### config.mk
export PLATFORM = sky130hd
export DESIGN_NAME = port_led_ctrl
export DESIGN_NICKNAME = d
export VERILOG_FILES = /design/src/rtl/port_ind_pkg.sv /design/src/rtl/port_lamp_decode.sv /design/src/rtl/ind_hold.sv /design/src/rtl/util_meter.sv /design/src/rtl/port_led_ctrl.sv
export SDC_FILE = /design/constraint.sdc
export NUM_CORES = 1
export LEC_CHECK = 0
export ABC_AREA = 1
export BUFFER_PORTS_ARGS = -buffer_cell sky130_fd_sc_hd__buf_2
export CAP_MARGIN = 20
export CORE_UTILIZATION = 60
export CTS_BUF_LIST = sky130_fd_sc_hd__clkbuf_4
export DETAILED_ROUTE_END_ITERATION = 6
export GPL_TIMING_DRIVEN = 0
export PLACE_DENSITY = 0.77
export SETUP_SLACK_MARGIN = 0.3
export SYNTH_ARGS = -nofsm -noshare
export SYNTH_HDL_FRONTEND = slang
export SYNTH_SLANG_ARGS = --single-unit
### constraint.sdc
create_clock -name clk -period 5.15 [get_ports clk]
set_input_delay 0.7725 -clock clk [delete_from_list [all_inputs] [get_ports clk]]
set_output_delay 0.7725 -clock clk [all_outputs]
set_load 0.01 [all_outputs]
### src/rtl/port_ind_pkg.sv
package port_ind_pkg;

  typedef enum logic [1:0] {
    LAMP_OFF  = 2'd0,
    LAMP_ON   = 2'd1,
    LAMP_PH_A = 2'd2,
    LAMP_PH_B = 2'd3
  } lamp_mode_e;

  localparam int NUM_UTIL = 5;

  function automatic logic lamp_lit(input lamp_mode_e mode, input logic blink);
    case (mode)
      LAMP_ON:   lamp_lit = 1'b1;
      LAMP_PH_A: lamp_lit = blink;
      LAMP_PH_B: lamp_lit = ~blink;
      default:   lamp_lit = 1'b0;
    endcase
  endfunction

endpackage

### src/rtl/port_lamp_decode.sv
module port_lamp_decode #(
  parameter int NPORT = 4
) (
  input  logic [NPORT-1:0] sig_det,
  input  logic [NPORT-1:0] link_up,
  input  logic [NPORT-1:0] rx_pkt,
  input  logic [NPORT-1:0] port_excl,
  input  logic [NPORT-1:0] bad_car,
  input  logic             blink,
  output logic [NPORT-1:0] act_req,
  output logic [NPORT-1:0] err_req
);
  import port_ind_pkg::*;

  for (genvar p = 0; p < NPORT; p++) begin : g_port
    lamp_mode_e act_mode;
    lamp_mode_e err_mode;

    always_comb begin
      act_mode = LAMP_OFF;
      err_mode = LAMP_OFF;
      if (sig_det[p]) begin
        if (!link_up[p]) begin
          err_mode = LAMP_PH_A;
        end else if (port_excl[p]) begin
          act_mode = LAMP_ON;
          err_mode = LAMP_ON;
        end else if (bad_car[p]) begin
          act_mode = LAMP_PH_B;
          err_mode = LAMP_PH_A;
        end else if (rx_pkt[p]) begin
          act_mode = LAMP_PH_B;
        end else begin
          act_mode = LAMP_ON;
        end
      end
    end

    assign act_req[p] = lamp_lit(act_mode, blink);
    assign err_req[p] = lamp_lit(err_mode, blink);
  end

endmodule

### src/rtl/ind_hold.sv
module ind_hold #(
  parameter int HOLD_CYC = 1000000
) (
  input  logic clk,
  input  logic rst,
  input  logic req,
  output logic lit
);
  localparam int AW = $clog2(HOLD_CYC + 1);
  localparam logic [AW-1:0] FULL = AW'(HOLD_CYC);

  logic [AW-1:0] age_q;

  always_ff @(posedge clk) begin
    if (rst) begin
      lit   <= 1'b0;
      age_q <= FULL;
    end else if ((req != lit) && (age_q == FULL)) begin
      lit   <= req;
      age_q <= AW'(1);
    end else if (age_q != FULL) begin
      age_q <= age_q + AW'(1);
    end
  end


  hold_min_chk: assert property (@(posedge clk) disable iff (rst)
    (age_q != FULL) |=> $stable(lit));


  hold_follow_chk: assert property (@(posedge clk) disable iff (rst)
    ((age_q == FULL) && (req != lit)) |=> (lit == $past(req)));

endmodule

### src/rtl/util_meter.sv
module util_meter #(
  parameter int WIN_LOG2 = 22
) (
  input  logic       clk,
  input  logic       rst,
  input  logic       busy,
  output logic [4:0] level
);
  localparam int CW = WIN_LOG2 + 1;
  localparam int XW = WIN_LOG2 + 8;
  localparam logic [XW-1:0] WIN = XW'(1) << WIN_LOG2;

  logic [WIN_LOG2-1:0] win_q;
  logic [CW-1:0]       busy_q;
  logic [CW-1:0]       total;
  logic [XW-1:0]       t;
  logic [4:0]          lvl_next;
  logic                win_end;

  assign win_end = &win_q;
  assign total   = busy_q + CW'(busy);
  assign t       = XW'(total);

  always_comb begin
    lvl_next[0] = ((t << 6) + (t << 5) + (t << 2)) > WIN;   // x100 > window
    lvl_next[1] = t > (WIN >> 3);
    lvl_next[2] = t > (WIN >> 2);
    lvl_next[3] = t > (WIN >> 1);
    lvl_next[4] = ((t << 2) + t) > ((WIN << 1) + WIN);      // x5 > 3 windows
  end

  always_ff @(posedge clk) begin
    if (rst) begin
      win_q  <= '0;
      busy_q <= '0;
      level  <= '0;
    end else begin
      win_q <= win_q + WIN_LOG2'(1);
      if (win_end) begin
        busy_q <= '0;
        level  <= lvl_next;
      end else begin
        busy_q <= total;
      end
    end
  end


  util_thermo_chk: assert property (@(posedge clk) disable iff (rst)
    (((level >> 1) & ~level) == 5'd0));


  util_hold_chk: assert property (@(posedge clk) disable iff (rst)
    !win_end |=> $stable(level));

endmodule

### src/rtl/port_led_ctrl.sv
module port_led_ctrl #(
  parameter int NPORT    = 4,
  parameter int HOLD_CYC = 1000000,
  parameter int WIN_LOG2 = 22
) (
  input  logic             clk,
  input  logic             rst,
  input  logic [NPORT-1:0] sig_det,
  input  logic [NPORT-1:0] link_up,
  input  logic [NPORT-1:0] rx_pkt,
  input  logic [NPORT-1:0] port_excl,
  input  logic [NPORT-1:0] bad_car,
  input  logic             col_evt,
  input  logic             medium_busy,
  output logic [NPORT-1:0] act_led_n,
  output logic [NPORT-1:0] err_led_n,
  output logic             col_led_n,
  output logic [4:0]       util_led_n
);
  import port_ind_pkg::*;

  localparam int BW = (HOLD_CYC > 2) ? $clog2(HOLD_CYC) : 1;
  localparam int CW = $clog2(HOLD_CYC + 1);

  logic [BW-1:0]       bcnt_q;
  logic                blink_q;
  logic [CW-1:0]       col_q;
  logic [NPORT-1:0]    act_req, err_req, act_lit, err_lit;
  logic [NUM_UTIL-1:0] util_lvl, util_lit;
  logic                col_lit;

  always_ff @(posedge clk) begin
    if (rst) begin
      bcnt_q  <= '0;
      blink_q <= 1'b0;
    end else if (bcnt_q == BW'(HOLD_CYC - 1)) begin
      bcnt_q  <= '0;
      blink_q <= ~blink_q;
    end else begin
      bcnt_q  <= bcnt_q + BW'(1);
    end
  end

  always_ff @(posedge clk) begin
    if (rst)               col_q <= '0;
    else if (col_evt)      col_q <= CW'(HOLD_CYC);
    else if (col_q != '0)  col_q <= col_q - CW'(1);
  end

  port_lamp_decode #(.NPORT(NPORT)) u_dec (
    .sig_det(sig_det), .link_up(link_up), .rx_pkt(rx_pkt),
    .port_excl(port_excl), .bad_car(bad_car), .blink(blink_q),
    .act_req(act_req), .err_req(err_req)
  );

  for (genvar p = 0; p < NPORT; p++) begin : g_lamp
    ind_hold #(.HOLD_CYC(HOLD_CYC)) u_act (
      .clk(clk), .rst(rst), .req(act_req[p]), .lit(act_lit[p]));
    ind_hold #(.HOLD_CYC(HOLD_CYC)) u_err (
      .clk(clk), .rst(rst), .req(err_req[p]), .lit(err_lit[p]));
  end

  ind_hold #(.HOLD_CYC(HOLD_CYC)) u_col (
    .clk(clk), .rst(rst), .req(col_q != '0), .lit(col_lit));

  util_meter #(.WIN_LOG2(WIN_LOG2)) u_util (
    .clk(clk), .rst(rst), .busy(medium_busy), .level(util_lvl));

  for (genvar k = 0; k < NUM_UTIL; k++) begin : g_util
    ind_hold #(.HOLD_CYC(HOLD_CYC)) u_bar (
      .clk(clk), .rst(rst), .req(util_lvl[k]), .lit(util_lit[k]));
  end

  assign act_led_n  = ~act_lit;
  assign err_led_n  = ~err_lit;
  assign col_led_n  = ~col_lit;
  assign util_led_n = ~util_lit;


  blink_period_chk: assert property (@(posedge clk) disable iff (rst)
    (bcnt_q != BW'(HOLD_CYC - 1)) |=> $stable(blink_q));


  col_load_chk: assert property (@(posedge clk) disable iff (rst)
    col_evt |=> (col_q == CW'(HOLD_CYC)));


  col_drain_chk: assert property (@(posedge clk) disable iff (rst)
    (!col_evt && (col_q != '0)) |=> (col_q == $past(col_q) - CW'(1)));

endmodule

==> out/metrics.csv <==
stage,metric,value,unit
sta,report.final.setup_viol,0,
clock_tree,tritoncts_clock_tree,yes,
power_and_ir_drop,power.density_cell_area,369,nW/um^2
setup_path,ff2ff_path_depth,26,
floorplanning,rows,70,
synth,sequential_share_of_the_synthesized_area,34.6,%
sta,layout_min_cycle_time,4.51,ns
run,cap_violations,0,
synth,post-synth-top-area-fraction,34.6,%
floorplanning,die_h,195,um
layout,post_layout_nonfiller_instances,3963,
placement,gp_routability_congestion,0.919,
synth,syn-cell-area,22200,um^2
layout,area_delta_synth_final,9.61,%
layout,filler_cell_count,3359,
layout,drive_above_1_share,8.67,%
power_and_ir_drop,pwr_total,9.00,mW
setup_path,rrSetupSlack,0.64,ns
layout,final_net_count,3534,
synth,avgSynthCellArea,6.80,um^2
global_routing,maximum_number_of_pins_on_one_net_before_global_route_repair,15,
sta,worst_skew,0.0280,ns
sta,fmaxAchievable,222,MHz
sta,setup_repair_after_global_routing_missed_its_margin,false,
sta,hold_violation_count_in_the_final_report,0,
power_and_ir_drop,maximum_vdd_drop,0.178,mV
clock_tree,cts_htree_levels,3,
floorplanning,die_width,195,um
floorplanning,floorplan.initialDensity,60.9,%
clock_tree,clock_sinks,385,
layout,final-seq-area,7710,um^2
drt,num_vias,21900,
synth,async_reset_ff_share,0,%
global_routing,grt_first_pass_wirelength,91100,um
drt,detail_route.vias_per_cell,5.53,
drt,route.final.wire_length,54000,um
drt,drt_first_pass_iters,5,
synth,synth.top_cells.by_area,"dfxtp_1 (35%), nand2_1 (11%), inv_1 (8.3%), nor2_1 (5.8%), nand3_1 (5.4%)",
clock_tree,num_cts_buffers,100,
floorplanning,die_area,37800,um^2
global_routing,first_global_vias,20500,
setup_path,critPathArrivalTime,5.16,ns
synth,synth-edff-count,0,
global_routing,grt_total_ovfl,0,
synth,synth_area_leader_cell,dfxtp_1,
outcome,outcome,completed,
setup_path,end_of_the_worst_register_to_register_path,u_util.level[0],
synth,synthCells,3273,
global_routing,antenna_found_initial,4,
floorplanning,core_ar,36500,um^2
placement,dp_slack,-0.243,ns
setup_path,r2r-start,u_util.busy_q[0],
drt,final_antenna_net_count,0,
setup_path,cp-end-kind,register,
setup_path,worstSetupStartpointType,register,
clock_tree,worst_setup_hold_path_clk_slew,0.06,ns
synth,postSynthNetCount,3391,
layout,fin_area,24400,um^2
placement,numPortBuffers,37,
drt,route.detailed.drc,0,
placement,placed_instances,3779,
synth,ys.flop_type,dfxtp_1,
synth,ys_seq_elements,385,
global_routing,grt.total_usage,28.4,%
setup_path,critical_path_peak_fanout,7,
sta,post-route-worst-setup-slack,0.640,ns
setup_path,worstSetupPathType,reg2reg,
clock_tree,clock_tree.root_cell,clkbuf_4,
setup_path,required,5.80,ns
sta,setup-tns-final,0,ns
sta,min_period_over_period,87.6,%
clock_tree,clk_path_buf_depth,3,
drt,drt-initial-drc-count,1273,
sta,actual_transition_at_the_worst_max_transition_pin,1.12,ns
placement,placed_cell_areas,23000,um^2
floorplanning,floorplan.io_pins,38,
synth,synth.distinct_cells,54,
layout,multiInputGateArea,12500,um^2
min_path,hold_class,in2reg,
clock_tree,postCtsHoldBufs,0,
placement,dp_hpwl,40300,um
synth,synthesis.yosys.warnings,0,
sta,slew_viol_final,0,
power_and_ir_drop,p_leak,10.9,nW
sta,max_slew_headroom,25.2,%
setup_path,crit_start,u_util.busy_q[0],
drt,routedWlPerCell,13.6,um
setup_path,timing.critical_path.to,u_util.level[0],
clock_tree,clkLatencyLatePin,0.79,ns
## through the flow
| step | hold WS (ns) | util [%] |
|---|---|---|
| floorplan | 0.418 | - |
| global placement | 0.429 | 63.0 |
| detailed placement | 0.439 | 63.1 |
| CTS | 0.235 | 66.6 |
| global route | 0.273 | 66.8 |
| finish | 0.297 | 66.8 |
## where the power goes
part / switching (mW) / internal [mW]
Clock: 1.28 / 1.39
Combinational: 1.58 / 0.921
Sequential: 0.411 / 3.42
## Yosys cell counts (6+ instances only)
master	n
a211oi_1	18
a21oi_1	208
a31oi_1	26
and3_1	6
clkbuf_1	33
dfxtp_1	385
ha_1	89
inv_1	491
inv_2	9
nand2_1	657
nand2_2	34
nand2_4	7
nand3_1	242
nand3b_1	10
nand4_1	101
nor2_1	342
nor2_2	16
nor3_1	135
nor3_2	7
nor3b_1	51
nor4_1	53
o211ai_1	74
o21a_1	18
o21ai_0	107
o21bai_1	10
o31ai_1	11
or2_2	19
xnor2_1	15
xor2_1	45
## cell families (layout without fill, tap and decap cells)
group                    after synthesis  count (layout)  synth area share [%]
XOR/XNOR                              60              60                  2.36
AND/OR/NAND/NOR                     1691            1691                  35.1
multiplexers                           4               4                 0.180
AO/OA/AOI/OAI                        496             496                  13.1
other                                  0               2                     0
flip-flops                           385             385                  34.6
adder cells (fa/ha/maj)               94              94                  5.46
buffers and inverters                543             763                  9.22
## critical path, stage by stage, from the launching register on
cell and delay [ns]:
dfxtp_1 0.34, ha_1 0.22, ha_2 0.30, nand2_2 0.12, nor2_4 0.17, nand2_4 0.10, nor2_1 0.10, nand2_1 0.07
nor4_2 0.18, nand3_1 0.23, xor2_4 0.26, inv_1 0.16, ha_1 0.22, inv_1 0.05, nand2_1 0.05, ha_1 0.37
nand2_1 0.14, nor4_2 0.34, nand4_1 0.13, nand3_1 0.16, nand3_1 0.11, nand3_1 0.08, o211ai_1 0.11, nor2_1 0.12
nand3_1 0.08, nand2_1 0.09, a21oi_1 0.06
## flip-flops by register name (all words and copies together) (netlist names)
signal / count
u_col.age_q: 20
u_util.level: 5
g_util.u_bar.age_q: 100
g_lamp.u_act.age_q: 80
blink_q: 1
u_col.lit: 1
g_lamp.u_err.lit: 4
u_util.win_q: 22
u_util.busy_q: 23
g_util.u_bar.lit: 5
bcnt_q: 20
col_q: 20
g_lamp.u_act.lit: 4
g_lamp.u_err.age_q: 80
## per-layer routing
| layer | vias up | GRT usage, % | routed length (um) |
|---|---|---|---|
| li1 | 11300 | - | - |
| met1 | 10000 | 35.2 | 24300 |
| met2 | 521 | 49.6 | 25700 |
| met3 | 94 | 5.07 | 2870 |
| met4 | 2 | 9.17 | 1050 |
| met5 | - | 0 | 19 |
## cells in the final DEF, fill, tap and decap left out, types with 10 or more instances in the layout
cell type  instances
clkbuf_4         137
o21a_1            18
inv_2             10
nor3b_1           51
nor4_1            51
xnor2_1           15
dfxtp_1          385
nor3_1           135
nand3b_1          10
inv_1            491
or2_2             19
nand2_2           34
clkbuf_1          33
clkinv_1          36
xor2_1            44
a21oi_1          207
a31oi_1           25
a211oi_1          18
o31ai_1           11
buf_2             39
o211ai_1          74
nand2_1          657
o21ai_0          106
ha_1              88
o21bai_1          10
nor2_1           342
nor2_2            16
nand4_1          101
nand3_1          242
## repair_timing
item / in CTS / in global routing
endpoints found under the setup margin: 1 / 1
buffers inserted: 0 / 3
pin swaps: 0 / 1
gates cloned: 0 / 0
endpoints found under the hold margin: 0 / 0
gates resized for setup: 1 / 7
## final cells by class
| class | count | share of cell area [%] |
|---|---|---|
| sequential | 385 | 31.6 |
| clock buffer | 137 | 4.22 |
| buffer | 38 | 0.641 |
| timing repair buffer | 41 | 0.913 |
| inverter | 505 | 7.77 |
| tap | 468 | 2.40 |
| clock inverter | 42 | 1.03 |
| antenna | 2 | 0.0205 |
| multi-input combinational | 2345 | 51.4 |
## how the worst min path moves through the flow
stage | startpoint | end | slack (ns) | cells after the start
floorplan | bcnt_q[0] | bcnt_q[0] | 0.42 | 1
global placement | bcnt_q[0] | bcnt_q[0] | 0.43 | 1
detailed placement | bcnt_q[0] | bcnt_q[0] | 0.44 | 1
CTS | col_evt | col_q[19] | 0.24 | 3
global route | col_evt | col_q[19] | 0.27 | 3
finish | col_evt | col_q[19] | 0.30 | 3
(Power assumes the default switching activity.)
